<file path="config.mk">
export PLATFORM = sky130hd
export DESIGN_NAME = jtag_shift_master
export DESIGN_NICKNAME = d
export VERILOG_FILES = /design/src/rtl/jsm_pkg.sv /design/src/rtl/jsm_tick.sv /design/src/rtl/jsm_pattern.sv /design/src/rtl/jsm_capture.sv /design/src/rtl/jtag_shift_master.sv
export SDC_FILE = /design/constraint.sdc
export NUM_CORES = 1
export LEC_CHECK = 0
export BUFFER_PORTS_ARGS = -buffer_cell sky130_fd_sc_hd__buf_4
export CORE_ASPECT_RATIO = 1.25
export CORE_MARGIN = 4
export CORE_UTILIZATION = 64
export CTS_CLUSTER_DIAMETER = 100
export DETAILED_ROUTE_END_ITERATION = 10
export PLACE_DENSITY = 0.91
export RECOVER_POWER = 25
export SYNTH_ARGS = -nofsm -noshare
export SYNTH_HDL_FRONTEND = slang
export SYNTH_SLANG_ARGS = --single-unit
</file>
<file path="constraint.sdc">
create_clock -name clk -period 11.2 [get_ports clk]
set_clock_uncertainty 0.15 [all_clocks]
set_input_delay 2.24 -clock clk [delete_from_list [all_inputs] [get_ports clk]]
set_output_delay 2.24 -clock clk [all_outputs]
set_load 0.1 [all_outputs]
</file>
<file path="src/rtl/jsm_pkg.sv">
package jsm_pkg;

   typedef enum logic [1:0] {
      OP_SHIFT   = 2'd0,
      OP_RESET   = 2'd1,
      OP_GOTO_IR = 2'd2,
      OP_GOTO_DR = 2'd3
   } jsm_op_e;

   typedef struct packed {
      jsm_op_e op;
      logic    msb_first;
      logic    exit_last;
      logic    to_idle;
   } jsm_flags_t;

endpackage

</file>
<file path="src/rtl/jsm_tick.sv">
module jsm_tick #(
   parameter int DIV_W = 8
) (
   input  logic             clk,
   input  logic             rst_n,
   input  logic             run,
   input  logic [DIV_W-1:0] half,
   output logic             tick
);
   logic [DIV_W-1:0] cnt_q;

   assign tick = run && (cnt_q == half - DIV_W'(1));

   always_ff @(posedge clk or negedge rst_n) begin
      if (!rst_n)            cnt_q <= '0;
      else if (!run || tick) cnt_q <= '0;
      else                   cnt_q <= cnt_q + DIV_W'(1);
   end
endmodule

</file>
<file path="src/rtl/jsm_pattern.sv">
module jsm_pattern
   import jsm_pkg::*;
#(
   parameter int DATA_W     = 32,
   parameter int RESET_ONES = 5,
   parameter int CNT_W      = 5,
   parameter int STEP_W     = 6
) (
   input  jsm_flags_t        cfg,
   input  logic [CNT_W-1:0]  len_m1,
   input  logic [DATA_W-1:0] word,
   input  logic [STEP_W-1:0] step,
   output logic              tms_o,
   output logic              tdi_o,
   output logic              is_data,
   output logic [CNT_W-1:0]  bit_idx,
   output logic              is_last
);
   logic [STEP_W-1:0] nd;
   logic [STEP_W-1:0] extra;
   logic [CNT_W-1:0]  lo;

   assign nd      = STEP_W'(len_m1);
   assign lo      = step[CNT_W-1:0];
   assign bit_idx = cfg.msb_first ? (len_m1 - lo) : lo;
   assign tdi_o   = is_data & word[bit_idx];

   always_comb begin
      tms_o   = 1'b0;
      is_data = 1'b0;
      is_last = 1'b0;
      extra   = '0;
      case (cfg.op)
         OP_RESET: begin
            tms_o   = step < STEP_W'(RESET_ONES);
            is_last = step == STEP_W'(RESET_ONES);
         end
         OP_GOTO_IR: begin
            tms_o   = step < STEP_W'(2);
            is_last = step == STEP_W'(3);
         end
         OP_GOTO_DR: begin
            tms_o   = step == '0;
            is_last = step == STEP_W'(2);
         end
         default: begin
            if (cfg.exit_last) extra = cfg.to_idle ? STEP_W'(2) : STEP_W'(1);
            is_last = step == (nd + extra);
            if (step <= nd) begin
               is_data = 1'b1;
               tms_o   = cfg.exit_last && (step == nd);
            end else begin
               tms_o   = step == (nd + STEP_W'(1));
            end
         end
      endcase
   end
endmodule

</file>
<file path="src/rtl/jsm_capture.sv">
module jsm_capture #(
   parameter int DATA_W = 32,
   parameter int CNT_W  = 5
) (
   input  logic              clk,
   input  logic              rst_n,
   input  logic              clr,
   input  logic              we,
   input  logic [CNT_W-1:0]  idx,
   input  logic              bit_i,
   output logic [DATA_W-1:0] word_nxt
);
   logic [DATA_W-1:0] word_q;

   for (genvar i = 0; i < DATA_W; i++) begin : g_lane
      logic hit;
      assign hit         = we && (idx == CNT_W'(i));
      assign word_nxt[i] = hit ? bit_i : word_q[i];

      always_ff @(posedge clk or negedge rst_n) begin
         if (!rst_n)   word_q[i] <= 1'b0;
         else if (clr) word_q[i] <= 1'b0;
         else if (hit) word_q[i] <= bit_i;
      end
   end
endmodule

</file>
<file path="src/rtl/jtag_shift_master.sv">
module jtag_shift_master
   import jsm_pkg::*;
#(
   parameter int DATA_W     = 32,
   parameter int DIV_W      = 8,
   parameter int MIN_HALF   = 2,
   parameter int RESET_ONES = 5
) (
   input  logic                      clk,
   input  logic                      rst_n,
   input  logic [DIV_W-1:0]          half_div,
   input  logic                      cmd_valid,
   input  logic [1:0]                cmd_op,
   input  logic [DATA_W-1:0]         cmd_data,
   input  logic [$clog2(DATA_W)-1:0] cmd_len_m1,
   input  logic                      cmd_msb_first,
   input  logic                      cmd_exit,
   input  logic                      cmd_to_idle,
   output logic                      busy,
   output logic                      done,
   output logic [DATA_W-1:0]         rx_data,
   output logic                      tck,
   output logic                      tms,
   output logic                      tdi,
   input  logic                      tdo
);
   localparam int CNT_W     = $clog2(DATA_W);
   localparam int MAX_STEPS = (DATA_W + 2 > RESET_ONES + 1) ? DATA_W + 2 : RESET_ONES + 1;
   localparam int STEP_W    = $clog2(MAX_STEPS + 1);

   if (DATA_W < 2 || (DATA_W & (DATA_W - 1)) != 0) begin : g_bad_width
      $error("DATA_W must be a power of two of at least 2");
   end
   if (MIN_HALF < 2 || MIN_HALF >= (1 << DIV_W)) begin : g_bad_half
      $error("MIN_HALF must be at least 2 and fit in DIV_W bits");
   end
   if (RESET_ONES < 5) begin : g_bad_reset
      $error("RESET_ONES must be at least 5");
   end

   jsm_flags_t        flags_q, cmd_flags, nx_flags;
   logic [CNT_W-1:0]  len_q, nx_len;
   logic [DATA_W-1:0] data_q, nx_data;
   logic [STEP_W-1:0] step_q, nx_step;
   logic [DIV_W-1:0]  half_q;
   logic              busy_q, done_q, tck_q, tms_q, tdi_q;
   logic [DATA_W-1:0] rx_q;
   logic              tick, accept;
   logic              cur_tms, cur_tdi, cur_data, cur_last;
   logic [CNT_W-1:0]  cur_idx;
   logic              nx_tms, nx_tdi, nx_isdata, nx_last;
   logic [CNT_W-1:0]  nx_idx;
   logic [DATA_W-1:0] cap_next;
   logic              cap_we;

   assign cmd_flags = '{op: jsm_op_e'(cmd_op), msb_first: cmd_msb_first,
                        exit_last: cmd_exit, to_idle: cmd_to_idle};
   assign accept    = cmd_valid && !busy_q;
   assign nx_flags  = busy_q ? flags_q : cmd_flags;
   assign nx_len    = busy_q ? len_q   : cmd_len_m1;
   assign nx_data   = busy_q ? data_q  : cmd_data;
   assign nx_step   = busy_q ? (step_q + STEP_W'(1)) : '0;
   assign cap_we    = busy_q && tick && tck_q && cur_data;

   jsm_tick #(.DIV_W(DIV_W)) u_tick (
      .clk(clk), .rst_n(rst_n), .run(busy_q), .half(half_q), .tick(tick)
   );

   jsm_pattern #(.DATA_W(DATA_W), .RESET_ONES(RESET_ONES), .CNT_W(CNT_W), .STEP_W(STEP_W)) u_cur (
      .cfg(flags_q), .len_m1(len_q), .word(data_q), .step(step_q),
      .tms_o(cur_tms), .tdi_o(cur_tdi), .is_data(cur_data), .bit_idx(cur_idx), .is_last(cur_last)
   );

   jsm_pattern #(.DATA_W(DATA_W), .RESET_ONES(RESET_ONES), .CNT_W(CNT_W), .STEP_W(STEP_W)) u_nxt (
      .cfg(nx_flags), .len_m1(nx_len), .word(nx_data), .step(nx_step),
      .tms_o(nx_tms), .tdi_o(nx_tdi), .is_data(nx_isdata), .bit_idx(nx_idx), .is_last(nx_last)
   );

   jsm_capture #(.DATA_W(DATA_W), .CNT_W(CNT_W)) u_cap (
      .clk(clk), .rst_n(rst_n), .clr(accept), .we(cap_we),
      .idx(cur_idx), .bit_i(tdo), .word_nxt(cap_next)
   );

   always_ff @(posedge clk or negedge rst_n) begin
      if (!rst_n) begin
         busy_q  <= 1'b0;
         done_q  <= 1'b0;
         tck_q   <= 1'b0;
         tms_q   <= 1'b1;
         tdi_q   <= 1'b0;
         step_q  <= '0;
         rx_q    <= '0;
         flags_q <= '0;
         len_q   <= '0;
         data_q  <= '0;
         half_q  <= DIV_W'(MIN_HALF);
      end else begin
         done_q <= 1'b0;
         if (!busy_q) begin
            if (cmd_valid) begin
               flags_q <= cmd_flags;
               len_q   <= cmd_len_m1;
               data_q  <= cmd_data;
               half_q  <= (half_div < DIV_W'(MIN_HALF)) ? DIV_W'(MIN_HALF) : half_div;
               busy_q  <= 1'b1;
               step_q  <= '0;
               tms_q   <= nx_tms;
               tdi_q   <= nx_tdi;
            end
         end else if (tick) begin
            if (!tck_q) begin
               tck_q <= 1'b1;
            end else begin
               tck_q <= 1'b0;
               if (cur_last) begin
                  busy_q <= 1'b0;
                  done_q <= 1'b1;
                  rx_q   <= cap_next;
               end else begin
                  step_q <= nx_step;
                  tms_q  <= nx_tms;
                  tdi_q  <= nx_tdi;
               end
            end
         end
      end
   end

   assign busy    = busy_q;
   assign done    = done_q;
   assign rx_data = rx_q;
   assign tck     = tck_q;
   assign tms     = tms_q;
   assign tdi     = tdi_q;

endmodule

</file>
Yosys cells after proc, flatten, opt, wreduce, memory -nomap -nowiden
Cells that the tools add are included.

Flip-flop bits (word level): 133. Bits of input ports: 54. Output and inout port bits: 37. Logic and storage cells: 267.

Add/sub/neg operators: 7. Magnitude comparators: 6. Equality and inequality tests: 47. Mux-type cells: 109. Bitwise logic cells: 2. Reduce and logical (&&, ||, !) cells: 49.

Operators by type and width (number): $mux W1 (90); $eq A5 B5 Y1 const B (16); $mux W6 (8); $eq A5 B4 Y1 const B (8); $logic_and A1 B1 Y1 (38); $mux W32 (1); $eq A5 B3 Y1 const B (4); $mux W5 (4); $mux W8 (2); $eq A6 B2 Y1 const B (2); $eq A6 B6 Y1 (2); $le A6 B5 Y1 (2); $eq A5 B2 Y1 const B (2); $sub A5 B5 Y5 (2); $add A8 B1 Y8 const B (1); $eq A2 B2 Y1 const B (4); $eq A8 B8 Y1 (1); $lt A8 B2 Y1 const B (1); $reduce_and A4 Y1 (2); $sub A8 B1 Y8 const B (1); $add A5 B1 Y6 const B (1); $add A5 B6 Y6 (1); $add A6 B1 Y6 const B (1); $eq A6 B3 Y1 const B (1); other kinds (20) (25).

Logic depth before layout (Yosys ltp)
Gate-level depths: netlist (run 1).

Depth after elaboration: 11. Mapped depth: 17.

Hierarchy
Synthesis (run 1) repeated with hierarchy kept, for this count alone.

Cell total of the unflattened synthesis: 1021. Area, all modules: 9690.5 µm².

By module, submodules not included: jtag_shift_master (instances 1, cells each 384, area each 4299.1 µm², sequential area each 2329.7 µm²); jsm_capture (instances 1, cells each 185, area each 2042.0 µm², sequential area each 800.8 µm²); jsm_pattern (u_cur) (instances 1, cells each 188, area each 1331.3 µm², sequential area each 0.0 µm²); jsm_pattern (u_nxt) (instances 1, cells each 187, area each 1316.3 µm², sequential area each 0.0 µm²); jsm_tick (instances 1, cells each 77, area each 701.9 µm², sequential area each 200.2 µm²).

Least setup slack after synthesis (run 1)
Ideal clock, no wire load.

Kind: in2reg. Start point: input port cmd_len_m1[0]. End point: register tdi_q (netlist: tdi). Setup time: 0.125 ns. Arrival: 4.578 ns. Required time: 10.925 ns. Setup slack: 6.348 ns. Cell stages on the path: 11. Path buffers: 0. Path through: mux2i_1 ha_1 inv_1 fa_1 a22oi_2 mux4_2 a2111oi_0 a2111oi_0 a41o_1 nor3_1 o21ai_1.

Cells in the longest elaborated chain, start to end: 10. Elaborated cells on any way between the ends: 14. Those cells by class: 1 x add/sub; 1 x order compare; 11 x mux; 1 x bitwise.

Ends and longest elaborated chain: start: declaration (RTL line jtag_shift_master.sv:15) `input logic [$clog2(DATA_W)-1:0] cmd_len_m1,`; $mux W5 * (RTL line jtag_shift_master.sv:60) `assign nx_len = busy_q ? len_q : cmd_len_m1;`; $sub A5 B5 Y5 (RTL line jsm_pattern.sv:25) `assign bit_idx = cfg.msb_first ? (len_m1 - lo) : lo;`; $mux W5 (RTL line jsm_pattern.sv:25); $bmux W1 S5 (RTL line jsm_pattern.sv:26) `assign tdi_o = is_data & word[bit_idx];`; $mux W1 (not written as such) (RTL line jsm_pattern.sv:26); $and A1 B1 Y1 * (RTL line jsm_pattern.sv:26); $mux W1 (RTL line jtag_shift_master.sv:115) `if (cur_last) begin`; $mux W1 (RTL line jtag_shift_master.sv:111) `if (!tck_q) begin`; $mux W1 (RTL line jtag_shift_master.sv:110) `end else if (tick) begin`; $mux W1 * (RTL line jtag_shift_master.sv:99) `if (!busy_q) begin`; end signal: assignment (RTL line jtag_shift_master.sv:108) `tdi_q <= nx_tdi;`; end signal: assignment (RTL line jtag_shift_master.sv:122) `tdi_q <= nx_tdi;`; end: declaration (RTL line jtag_shift_master.sv:46) `logic busy_q, done_q, tck_q, tms_q, tdi_q;`.

Every way passes the cells marked *; elsewhere a longest branch is shown, timed or not. The select of a mux whose other input is x is not followed. A chain may end at the register's enable or synchronous reset.

Worst setup path in the final report (run 1)
Start point: input port cmd_valid. End point: register half_q[1].

Cells in the longest elaborated chain, start to end: 1.

Ends and longest elaborated chain: start: declaration (RTL line jtag_shift_master.sv:12) `input logic cmd_valid,`; $reduce_and A2 Y1 (no source line); end signal: assignment (RTL line jtag_shift_master.sv:96) `half_q <= DIV_W'(MIN_HALF);`; end signal: assignment (RTL line jtag_shift_master.sv:104) `half_q <= (half_div < DIV_W'(MIN_HALF)) ? DIV_W'(MIN_HALF) : half_div;`; end: declaration (RTL line jtag_shift_master.sv:45) `logic [DIV_W-1:0] half_q;`.

No other way between the ends.

==> flow_summary.json, run 1 <==
{
  "ir_drop_v": 0.000219,
  "post-route-drc-count": 0,
  "antenna_left": 0,
  "hpwl_um": 12900,
  "wire_per_inst_um": 17.9,
  "netlist.area_leader.share": 0.417,
  "avgViaCountPerCell": 6.09,
  "areaGrowthSynthToFinish_pct": 16.4,
  "synth.distinct_cells": 67,
  "power.density_mw_per_mm2": 359,
  "cp-start-kind": "primary input",
  "crit_chain": "clkbuf_1, nor2b_1, clkbuf_1, o41ai_1, nor2_1, a21oi_1",
  "hold_depth": 2,
  "yosys.area.top_type": "dfrtp_1",
  "path_max_fanout": 87,
  "cpPeakStageDelay_ns": 2.65,
  "cts_tree": "done",
  "fillerInstances": 827,
  "ios": 91,
  "drt_iter0_markers": 615,
  "cp_common_cell": "clkbuf_1",
  "dieHeight_um": 132,
  "internal_power_mw": 1.71,
  "r2r-end": "half_q[1]",
  "yosys_warnings": 0,
  "numCtsBuffers": 17,
  "die_x_um": 107,
  "power_frac_seq": 0.251,
  "num_vias": 6580,
  "setup_viol": 0,
  "synth_edf_count": 0,
  "power_mw": 3.28,
  "hold_class": "reg -> reg",
  "ys_top_cells_by_area": "dfrtp_1, nand2_1, mux2i_1",
  "p_comb_frac": 0.565,
  "grt-ovfl-total": 0,
  "ctsHoldBuffers": 0,
  "ctsResizeCount": 0,
  "grt_pass1_wl_um": 31600,
  "clk_latency_ns": 0.43,
  "antenna_cells": 0,
  "netSwitchingFraction": 0.481,
  "p_sw_mw": 1.58,
  "failed_checks": "capacitance limit, slew limit",
  "start_util": 0.649,
  "worst_hold_path.endpoint": "data_q[8]",
  "slew_viol_final": 149,
  "worst_pin_slew_ns": 3.72,
  "nNetsFinal": 990,
  "h-tree-depth": 4,
  "core_region_area_mm2": 0.0121,
  "cts.sinks": 133,
  "outcome": "complete, but fails checks",
  "antenna_found_initial": 0,
  "routabilityCongestion": 0.920,
  "fmax_mhz": 171,
  "track_usage": 0.280,
  "cap_violations": 2,
  "postSynthRegisterBits": 133,
  "die-area_mm2": 0.0141,
  "p_leak_nw": 4.39,
  "first_global_vias": 6455,
  "setup_tns_ns": 0,
  "synth.cell_area_mm2": 0.00786,
  "final_layout_size_suffix_gt1_frac": 0.200,
  "synth_area_per_cell_um2": 9.43,
  "path_class": "in -> reg",
  "yosys_most_used_dff": "dfrtp_1",
  "grt_max_degree": 88,
  "wirelength_um": 19300,
  "critical-path-slowest-cell": "clkbuf_1",
  "cp-end-kind": "flop",
  "pwr-share-clk": 0.184,
  "cp.arrival_ns": 6.02,
  "timing.final.hold_violations": 0,
  "path_clk_slew_ns": 0.06,
  "fin_crit_sh": 0.521,
  "syn_inst": 833,
  "fin_util": 0.756,
  "hold_start": "data_q[8]",
  "r2r_slack_ns": 6.35,
  "instances_no_fill": 1081,
  "min_period_ns": 5.84,
  "async_flop_share": 1.00,
  "portBuffers": 90,
  "r2r-start": "busy",
  "dp.cells": 1049,
  "required_ns": 11.38,
  "std_cell_rows": 45,
  "ff2ff_path_depth": 6,
  "cts_setup_buffers": 0,
  "rsz0062_at_grt": "no",
  "first_pass_iters": 7,
  "clk_path_buf_depth": 2,
  "root_buffer": "clkbuf_16",
  "synthesis.nets": 919,
  "max_slew_margin": -1.48,
  "yosysSeqAreaShare": 0.424
}
## logic make-up after synthesis
group,Yosys count,synth area share
and+or+nand+nor,353,0.205
DFF,133,0.424
AOI/OAI and AO/OA,132,0.122
buffers and inverters,78,0.0484
muxes,64,0.101
xor gates and xnor gates,40,0.0446
adders and majority gates,33,0.0551
## registers in the layout, indices dropped and copies added, names as in the netlist
register,flops
data_q,32
rx_data,32
u_cap.word_q,32
half_q,8
u_tick.cnt_q,8
step_q,6
flags_q,5
len_q,5
busy,1
done,1
tck,1
tdi,1
tms,1
## worst max path at each step
stage	start	end
global route	cmd_valid	half_q[1]
global placement	cmd_len_m1[0]	tdi
floorplan	cmd_len_m1[0]	tdi
CTS	cmd_len_m1[0]	tdi
finish	cmd_valid	half_q[1]
detailed placement	cmd_len_m1[0]	tdi
## Yosys cell counts (17+ instances only)
master    count
nand2_1     157
dfrtp_1     131
nor2_1       84
mux2i_1      42
inv_1        31
a21oi_2      29
ha_1         29
nand3_1      29
xnor2_1      25
o21ai_0      24
clkbuf_1     22
a21oi_1      21
nor3_1       17
## critical path, delay by kind of cell
| kind | cells | cell delay [ns] |
|---|---|---|
| compound gates | 2 | 0.50 |
| simple gates | 2 | 0.44 |
| buf+inv | 2 | 2.81 |
## routing by layer
layer / share of wire / global-route usage / vias up
met5: 0 / 0 / -
met4: 0.029 / 0.117 / 0
met3: 0.072 / 0.0495 / 64
met2: 0.52 / 0.478 / 344
met1: 0.38 / 0.348 / 3159
li1: - / - / 3013
## layout make-up
| class | count | area (um2) | area share |
|---|---|---|---|
| Multi-Input combinational cell | 622 | 4140 | 0.452 |
| Timing Repair Buffer | 97 | 717 | 0.0784 |
| Inverter | 33 | 124 | 0.0135 |
| Clock inverter | 15 | 208 | 0.0227 |
| Sequential cell | 133 | 3330 | 0.364 |
| Clock buffer | 17 | 425 | 0.0465 |
| Tap cell | 164 | 205 | 0.0224 |
## power groups by stage
stage,logic (mW),registers [mW],clock network [mW]
after global placement,1.75,0.813,0
after CTS,1.84,0.819,0.603
after detailed placement,1.81,0.820,0
after global routing,2.01,0.842,0.630
final,1.86,0.824,0.604
after floorplan,1.25,0.999,0
## cell usage in the layout (no fill, tap or decap), drive strengths merged, types with 6 or more instances in the layout
master / instances
nand2: 158
dfrtp: 131
buf: 94
nor2: 84
a21oi: 50
mux2i: 43
inv: 43
nand3: 29
ha: 29
o21ai: 26
xnor2: 25
clkbuf: 20
nor3: 18
xor2: 15
nand4: 13
mux2: 11
nor2b: 10
mux4: 10
o31a: 9
and4: 8
and3: 7
o21a: 7
a21o: 7
nand3b: 6
o22ai: 6
## per-stage QoR
step                      instance area [um2]  worst slack (ns)  hold slack, ns
after floorplan                          7860              6.35           0.290
after global placement                   8540              5.19           0.305
after detailed placement                 8540              5.10           0.311
after CTS                                9170              5.51           0.326
after global routing                     9150              5.08           0.346
final                                    9150              5.36           0.328
Power figures use the tool's default switching activity.
==> inputs of run 2 (changes only) <==
- ABC_AREA: default -> 1
- CORE_UTILIZATION: 64 -> 60
- PLACE_DENSITY: 0.91 -> 0.86
- clock period: 11.2 -> 6.06 ns (I/O delays scaled with it)
==> run 2 against run 1 <==
The run still ends with capacitance limit, slew limit left. Die area is 11% higher. First-iteration DRC count shrank 9.8%. Critical endpoint is now tdi. Final area up 3.8%. Largest cell class unchanged. Total power down 40%.
==> flow_summary.json, run 2 <==
{
  "outcome": "complete, but fails checks",
  "failed_checks": "capacitance limit, slew limit",
  "ctsHoldBuffers": 0,
  "async_flop_share": 1.00,
  "cts_tree": "done",
  "power_mw": 1.99,
  "numCtsBuffers": 17,
  "ff2ff_path_depth": 15,
  "required_ns": 6.22,
  "die-area_mm2": 0.0156,
  "r2r-end": "tdi",
  "nNetsFinal": 1336,
  "grt_pass1_wl_um": 34500,
  "core_region_area_mm2": 0.0133,
  "stdcell_area_mm2": 0.00950,
  "hpwl_um": 13800,
  "die_x_um": 113,
  "yosys_warnings": 0,
  "r2r_slack_ns": 2.22,
  "h-tree-depth": 4,
  "clk_path_buf_depth": 2,
  "r2r-start": "busy",
  "setup_tns_ns": 0,
  "dp.cells": 1402,
  "mostFrequentLayoutCell": "nand2_1",
  "ctsResizeCount": 0,
  "std_cell_rows": 47,
  "yosysSeqAreaShare": 0.405,
  "path_clk_slew_ns": 0.06,
  "first_pass_iters": 5,
  "wire_per_inst_um": 13.9,
  "root_buffer": "clkbuf_16",
  "hold_class": "reg -> reg",
  "post-route-drc-count": 0,
  "cts.sinks": 133,
  "routabilityCongestion": 0.871,
  "worst_pin_slew_ns": 1.83,
  "synth_area_per_cell_um2": 6.93,
  "path_class": "reg -> reg",
  "clk_latency_ns": 0.42,
  "cp-start-kind": "flop",
  "grt_max_degree": 68,
  "yosys_most_used_dff": "dfrtp_1",
  "timing.final.hold_violations": 0,
  "antenna_found_initial": 0,
  "ys_top_cells_by_area": "dfrtp_1, nand2_1, nand3_1",
  "postSynthRegisterBits": 133,
  "yosysMostFrequentCell": "nand2_1",
  "max_slew_margin": -0.223,
  "p_leak_nw": 4.84,
  "dieHeight_um": 139,
  "worstSetupStartpoint": "busy",
  "rsz0062_at_grt": "no",
  "avgViaCountPerCell": 5.50,
  "synth.distinct_cells": 40,
  "setup_viol": 0,
  "cp-end-kind": "flop",
  "synthesis.nets": 1271,
  "instances_no_fill": 1432,
  "antenna_cells": 0,
  "start_util": 0.615,
  "portBuffers": 90,
  "areaGrowthSynthToFinish_pct": 15.6,
  "ios": 91,
  "num_vias": 7877,
  "cp.arrival_ns": 4.00,
  "place_ws_ns": 2.17,
  "grt-ovfl-total": 0,
  "path_max_fanout": 67,
  "power.density_mw_per_mm2": 209,
  "cp-endpoint": "tdi",
  "ir_drop_v": 0.000171,
  "first_global_vias": 7521,
  "yosys.area.top_type": "dfrtp_1",
  "final.hold.worst_slack_ns": 0.330,
  "cts_setup_buffers": 0,
  "final_cell_mix": "nand2_1, inv_1, nand3_1",
  "synth_edf_count": 0,
  "fin_crit_sh": 0.634,
  "wirelength_um": 19900,
  "setup_ws_ns": 2.22,
  "netlist.area_leader.share": 0.399,
  "synth.cell_area_mm2": 0.00822,
  "antenna_left": 0,
  "track_usage": 0.265,
  "fin_util": 0.712,
  "drt_iter0_markers": 555,
  "cap_violations": 1,
  "min_period_ns": 3.84,
  "dpl_cell_area_mm2": 0.00891,
  "synthTopCellsByCount": "nand2_1, inv_1, nand3_1",
  "syn_inst": 1185,
  "slew_viol_final": 36,
  "final_layout_size_suffix_gt1_frac": 0.111,
  "fmax_mhz": 260
}
run 2: changes by cell type after synthesis, sizes merged, moves of 9 or more:
cell   change
xnor2     -22
o21ai     +52
mux2      -11
nand2    +205
o31a       -9
mux2i     -43
nand3    +110
nor2      +40
nor2b     -10
mux4      -10
nand4     +26
nor3      -12
inv      +119
run 2: metal layers:
metal  share of wire  up-vias  GRT usage
met4           0.040        0      0.127
met1            0.40     3594      0.331
li1                -     3899          -
met3           0.059       68     0.0458
met2            0.50      316      0.445
met5               0        -          0
run 2: area by class of cell:
type                       instances  area (um2)
multi-input combinational        848        4070
fill                            1109        3850
sequential                       133        3330
timing repair buffer              96         717
inverter                         154         578
clock buffer                      20         457
tap                              171         214
clock inverter                    10         131
run 2: kinds of logic (layout without fill, tap and decap cells):
family | count (synthesis) | in the layout | share of synthesized area
xor gates and xnor gates | 10 | 10 | 0.0107
buffers and inverters | 204 | 280 | 0.0995
AOI/OAI and AO/OA | 129 | 129 | 0.0815
DFF | 133 | 133 | 0.405
and+or+nand+nor | 677 | 677 | 0.352
adders and majority gates | 32 | 32 | 0.0515
run 2: power breakdown:
group	internal [mW]	leakage [nW]	switching, mW	total, mW
clock	0.660	0.291	0.379	1.04
combinational	0.0240	2.93	0.0336	0.0577
sequential	0.889	1.62	0	0.889
run 2: worst max-delay path: stages, from the launching register on:
cell and delay [ns]:
dfrtp_1 0.99, clkinv_1 0.28, buf_4 0.39, nor2_1 0.17, nand2_1 0.18, inv_1 0.13
ha_1 0.29, xor2_1 0.16, o21ai_1 0.37, inv_1 0.16, nand3_1 0.12, nand3_1 0.08
nand3_1 0.07, nand2_1 0.06, nand2_1 0.05, nand2_1 0.05
run 2: how the worst min path moves through the flow:
stage                     cells after the start         from     endpoint  slack [ns]
after floorplan                               2   data_q[15]   data_q[15]        0.30
after global placement                        2  rx_data[25]  rx_data[25]        0.32
after detailed placement                      2   rx_data[5]   rx_data[5]        0.32
after CTS                                     2  rx_data[24]  rx_data[24]        0.34
after global routing                          2   data_q[30]   data_q[30]        0.35
final                                         2  rx_data[24]  rx_data[24]        0.33
